File: src/rtl/sdq_pkg.sv
package sdq_pkg;
  // strobes passed from mode control to the detect datapath
  typedef struct packed {
    logic holdLow;   // force output low
    logic holdHigh;  // force output high
    logic clearRun;  // discard the run count
  } sdqStrobe_t;
endpackage

File: src/rtl/sdq_ctrl.sv
module sdq_ctrl
  import sdq_pkg::*;
(
  input  logic       speed100,
  input  logic       sleepReq,
  input  logic       loopEn,
  output sdqStrobe_t strb
);
  // low power outranks loopback; loopback forces only in 100 Mb/s mode
  always_comb begin
    strb.holdLow  = sleepReq;
    strb.holdHigh = !sleepReq && loopEn && speed100;
    strb.clearRun = sleepReq;
  end
endmodule

File: src/rtl/sdq_path.sv
module sdq_path
  import sdq_pkg::*;
#(
  parameter int FILTER_CYCLES = 750,
  parameter int SYNC_STAGES   = 2
) (
  input  logic       clk,
  input  logic       rstN,
  input  logic       rawDet,
  input  sdqStrobe_t strb,
  output logic       syncLevel,
  output logic       detOut
);
  localparam int CNT_W = $clog2(FILTER_CYCLES + 1);
  localparam logic [CNT_W-1:0] LIMIT = CNT_W'(FILTER_CYCLES);

  logic [SYNC_STAGES-1:0] syncChain;
  logic [CNT_W-1:0]       runCnt;
  logic [CNT_W-1:0]       runNext;
  logic                   qualified;

  assign syncLevel = syncChain[SYNC_STAGES-1];

  // synchronizer chain, depth chosen by parameter
  genvar gi;
  generate
    for (gi = 0; gi < SYNC_STAGES; gi++) begin : g_sync
      always_ff @(posedge clk or negedge rstN) begin
        if (!rstN) syncChain[gi] <= 1'b0;
        else if (gi == 0) syncChain[gi] <= rawDet;
        else syncChain[gi] <= syncChain[(gi == 0) ? 0 : gi-1];
      end
    end
  endgenerate

  // saturating run length of consecutive high samples
  always_comb begin
    if (!syncLevel) runNext = '0;
    else if (runCnt == LIMIT) runNext = LIMIT;
    else runNext = runCnt + CNT_W'(1);
    qualified = syncLevel && (runNext == LIMIT);
  end

  always_ff @(posedge clk or negedge rstN) begin
    if (!rstN) begin
      runCnt <= '0;
      detOut <= 1'b0;
    end else begin
      runCnt <= strb.clearRun ? '0 : runNext;
      if (strb.holdLow) detOut <= 1'b0;
      else if (strb.holdHigh) detOut <= 1'b1;
      else detOut <= qualified;
    end
  end
endmodule

File: src/rtl/sigdet_qualifier.sv
module sigdet_qualifier
  import sdq_pkg::*;
#(
  parameter int FILTER_CYCLES = 750,
  parameter int SYNC_STAGES   = 2
) (
  input  logic clk,
  input  logic rstN,
  input  logic rawDet,
  input  logic speed100,
  input  logic sleepReq,
  input  logic loopEn,
  output logic detOut
);
  sdqStrobe_t strb;
  logic       syncLevel;

  sdq_ctrl u_ctrl (
    .speed100 (speed100),
    .sleepReq (sleepReq),
    .loopEn   (loopEn),
    .strb     (strb)
  );

  sdq_path #(
    .FILTER_CYCLES (FILTER_CYCLES),
    .SYNC_STAGES   (SYNC_STAGES)
  ) u_path (
    .clk       (clk),
    .rstN      (rstN),
    .rawDet    (rawDet),
    .strb      (strb),
    .syncLevel (syncLevel),
    .detOut    (detOut)
  );
endmodule

File: config.mk
export PLATFORM = sky130hd
export DESIGN_NAME = sigdet_qualifier
export DESIGN_NICKNAME = d
export VERILOG_FILES = /design/src/rtl/sdq_pkg.sv /design/src/rtl/sdq_ctrl.sv /design/src/rtl/sdq_path.sv /design/src/rtl/sigdet_qualifier.sv
export SDC_FILE = /design/constraint.sdc
export NUM_CORES = 1
export LEC_CHECK = 0
export BUFFER_PORTS_ARGS = -buffer_cell sky130_fd_sc_hd__buf_2
export CAP_MARGIN = 10
export CORE_AREA = 3 3 69 45
export CTS_BUF_LIST = sky130_fd_sc_hd__clkbuf_4 sky130_fd_sc_hd__clkbuf_8 sky130_fd_sc_hd__clkbuf_16
export DETAILED_ROUTE_END_ITERATION = 8
export DIE_AREA = 0 0 72 48
export GPL_ROUTABILITY_DRIVEN = 0
export PLACE_DENSITY_LB_ADDON = 0.25
export SYNTH_ARGS = -nofsm -noshare
export SYNTH_HDL_FRONTEND = slang
export SYNTH_SLANG_ARGS = --single-unit
File: constraint.sdc
create_clock -name clk -period 1.7 [get_ports clk]
set_input_delay 0.17 -clock clk [delete_from_list [all_inputs] [get_ports clk]]
set_output_delay 0.17 -clock clk [all_outputs]
set_load 0.005 [all_outputs]
==> metrics.yaml <==
clocking:
  htreeDepth: 1
  clk_latency_ns: 0.24
  cts-root-buf: "clkbuf_8"
  cts_tree: "built"
  cts.path.max_buffers: 2
  clk_pin_slew_ns: 0.05
  cts_buffers: 3
  clock-sinks: 13
timing:
  slew_violations: 0
  rsz0062_at_grt: "yes"
  period_minus_slack_ns: 1.654
  tightest_slew_ns: 0.4547
  post-route-period-util_pct: 97.28
  hold_viol_final: 0
  fin_skew_ns: 0.002091
  max_slew_margin_pct: 69.45
  max_clock_freq_mhz: 604.7
  setup_viol: 0
  whs_ns: 0.03440
worst_hold_path:
  min_path_type: "primary input to flip-flop"
  min_path_cells: 1
  holdCritStartpoint: "rawDet"
  hold_end: "u_path.syncChain[0]"
die:
  io_pins: 7
  core_region_area_um2: 2505
  die-area_um2: 3456
  fp.dieH_um: 48
  rows: 14
  initial_core_util_pct: 28.87
  chipWidth_um: 72
setup_path:
  start_kind: "flip-flop"
  crit_slowest_cell: "dfrtp_1"
  cpPeakStageDelay_ns: 0.45
  path_cells: "nand3_2, o32a_1, a2111oi_2, nor2_1, o41ai_2"
  r2r_cells: 5
  critPathRequiredTime_ns: 1.84
  crit_type: "flip-flop to flip-flop"
  rr_startpoint: "u_path.runCnt[2]"
  critPathMaxFanout: 5
  endpoint_kind: "flip-flop"
  r2r_slack_ns: 0.05
  arrival_ns: 1.80
  reg2reg_to: "u_path.detOut"
power:
  seqPwrFrac_pct: 49.8
  p_leak_nw: 0.3675
  combPwrFrac_pct: 5.4
  vdd_drop_max_v: 0.0002848
  clockPowerShare_pct: 44.8
  switching_power_mw: 0.1309
  power.share.switching_pct: 20.30
  p_int_mw: 0.5137
  power_density_nw_per_um2: 698.1
logic_synthesis:
  synth.top_cells.by_area: "dfrtp_1 (45%), xnor2_1 (7.3%), nor2_1 (5.2%)"
  syn_inst: 72
  synth_cell_types: 27
  avgSynthCellArea_um2: 10.04
  netlist_area_um2: 723.2
  yosysWarnings: 0
  yosysTopAreaCell: "dfrtp_1"
  ys_ff_latch: 13
  synth_top_area_share_pct: 44.98
  ys_seq_area_share_pct: 44.98
  synth_fp_nets: 80
layout:
  final_common_cell: "dfrtp_1"
  syn_to_final_growth_pct: 27.68
  antenna_cells: 0
  drive_above_1_share_pct: 31.46
  final_nets: 98
  final_area_um2: 923.4
  fillCellCount: 255
  layout_common_cells: "dfrtp_1 (11), nor2_1 (10), buf_4 (7)"
run:
  cap_violations: 0
detailed_routing:
  num_vias: 568
  finalWirelength_mm: 1.548
  vias_per_cell: 4.694
  drt_iter0_drc: 49
  drcViolationCount: 0
  wl_per_cell_um: 12.79
  firstDrtPassIters: 4
  final_antenna_net_count: 0
placement:
  hpwl_mm: 1.133
  place_area_um2: 833.3
  io_buffers: 6
status:
  status: "complete, no violations"
global_routing:
  grt_pass1_wl_mm: 2.525
  grt_max_degree: 14
  grt_use_total_pct: 10.22
  grt_pass1_vias: 515
  grt.overflow.total: 0
  antenna_found_initial: 0
==> registers in the layout, summed over array words and instances (netlist names) <==
register and cells:
u_path.detOut 1, u_path.runCnt 10, u_path.syncChain 1, u_path.syncLevel 1
==> routing by layer <==
| metal | track usage, % | vias up | routed length [um] |
|---|---|---|---|
| li1 | - | 285 | - |
| met1 | 15.64 | 271 | 906 |
| met2 | 12.04 | 8 | 543 |
| met3 | 4.403 | 4 | 78 |
| met4 | 3.371 | 0 | 19 |
| met5 | 0 | - | 0 |
==> cells in the mapped netlist <==
library cell  number
xnor2_1            6
a21oi_1            4
and2_2             1
nor3_1             4
o32a_1             1
nand4_1            1
o41ai_2            1
dfrtp_1           13
a2111oi_2          1
nand3b_1           2
nand3_2            1
o21ai_0            1
or2b_2             1
a31oi_1            2
nand2_1            3
nand3_1            4
nor3b_1            1
nor4bb_1           1
ha_1               2
clkbuf_1           1
nor2_1            10
inv_1              3
xor2_1             4
nand4_2            1
and3_1             1
buf_6              1
and2b_1            1
==> cells by family (layout without fill, tap and decap cells) <==
family                   count (synthesis)  count (layout)  share of synthesized area, %
AND/OR/NAND/NOR                         32              32                         24.92
XOR/XNOR                                10              10                         12.11
flip-flops                              13              13                         44.98
AO/OA/AOI/OAI                           10              10                         10.90
buffers and inverters                    5              22                         3.632
adder cells (fa/ha/maj)                  2               2                         3.460
==> power groups by stage <==
stage / Sequential [mW] / Combinational, mW / Clock, mW
floorplan: 0.325 / 0.0119 / 0
global placement: 0.324 / 0.0304 / 0
detailed placement: 0.325 / 0.0303 / 0
CTS: 0.319 / 0.0342 / 0.303
global route: 0.321 / 0.0398 / 0.314
finish: 0.321 / 0.0348 / 0.289
==> area by class of cell <==
cell class / count / area (um2) / area share [%]
sequential: 13 / 327.8 / 35.50
clock buffer: 4 / 48.80 / 5.285
inverter: 3 / 11.26 / 1.220
timing repair buffer: 15 / 103.9 / 11.25
multi-input combinational: 54 / 391.6 / 42.41
tap: 32 / 40.04 / 4.336
==> through the flow <==
stage	TNS, ns	std cells	setup slack (ns)	utilization, %	power [mW]
2_1_floorplan	0	72	0.003410	-	0.3367
3_3_place_gp	0	115	0.02397	33.27	0.3548
3_5_place_dp	0	115	0.01276	33.27	0.3552
4_1_cts	0	121	0.009597	35.96	0.6567
5_1_grt	-0.06383	121	-0.06383	36.86	0.6752
6_report	0	121	0.04617	36.86	0.6446
==> timing repair <==
item / 4_1_cts / 5_1_grt
hold endpoints to repair: 13 / 0
hold buffers: 1 / 0
gates resized for setup: 1 / 6
setup buffers: 1 / 0
pin swaps: 1 / 2
setup endpoints to repair: 1 / 3
==> worst max path at each step <==
stage                      from             to  slack (ns)
6_report       u_path.runCnt[2]  u_path.detOut        0.05
5_1_grt        u_path.runCnt[0]  u_path.detOut       -0.06
3_3_place_gp   u_path.runCnt[0]  u_path.detOut        0.02
4_1_cts        u_path.runCnt[0]  u_path.detOut        0.01
3_5_place_dp   u_path.runCnt[1]  u_path.detOut        0.01
2_1_floorplan  u_path.runCnt[0]  u_path.detOut       0.003
==> critical path, delay by kind of cell, from the launching register on <==
| kind | cells | cell delay (ns) |
|---|---|---|
| compound gates | 3 | 0.86 |
| flops | 1 | 0.45 |
| simple gates | 2 | 0.23 |
Note: power is estimated with default switching activity, not from simulation.
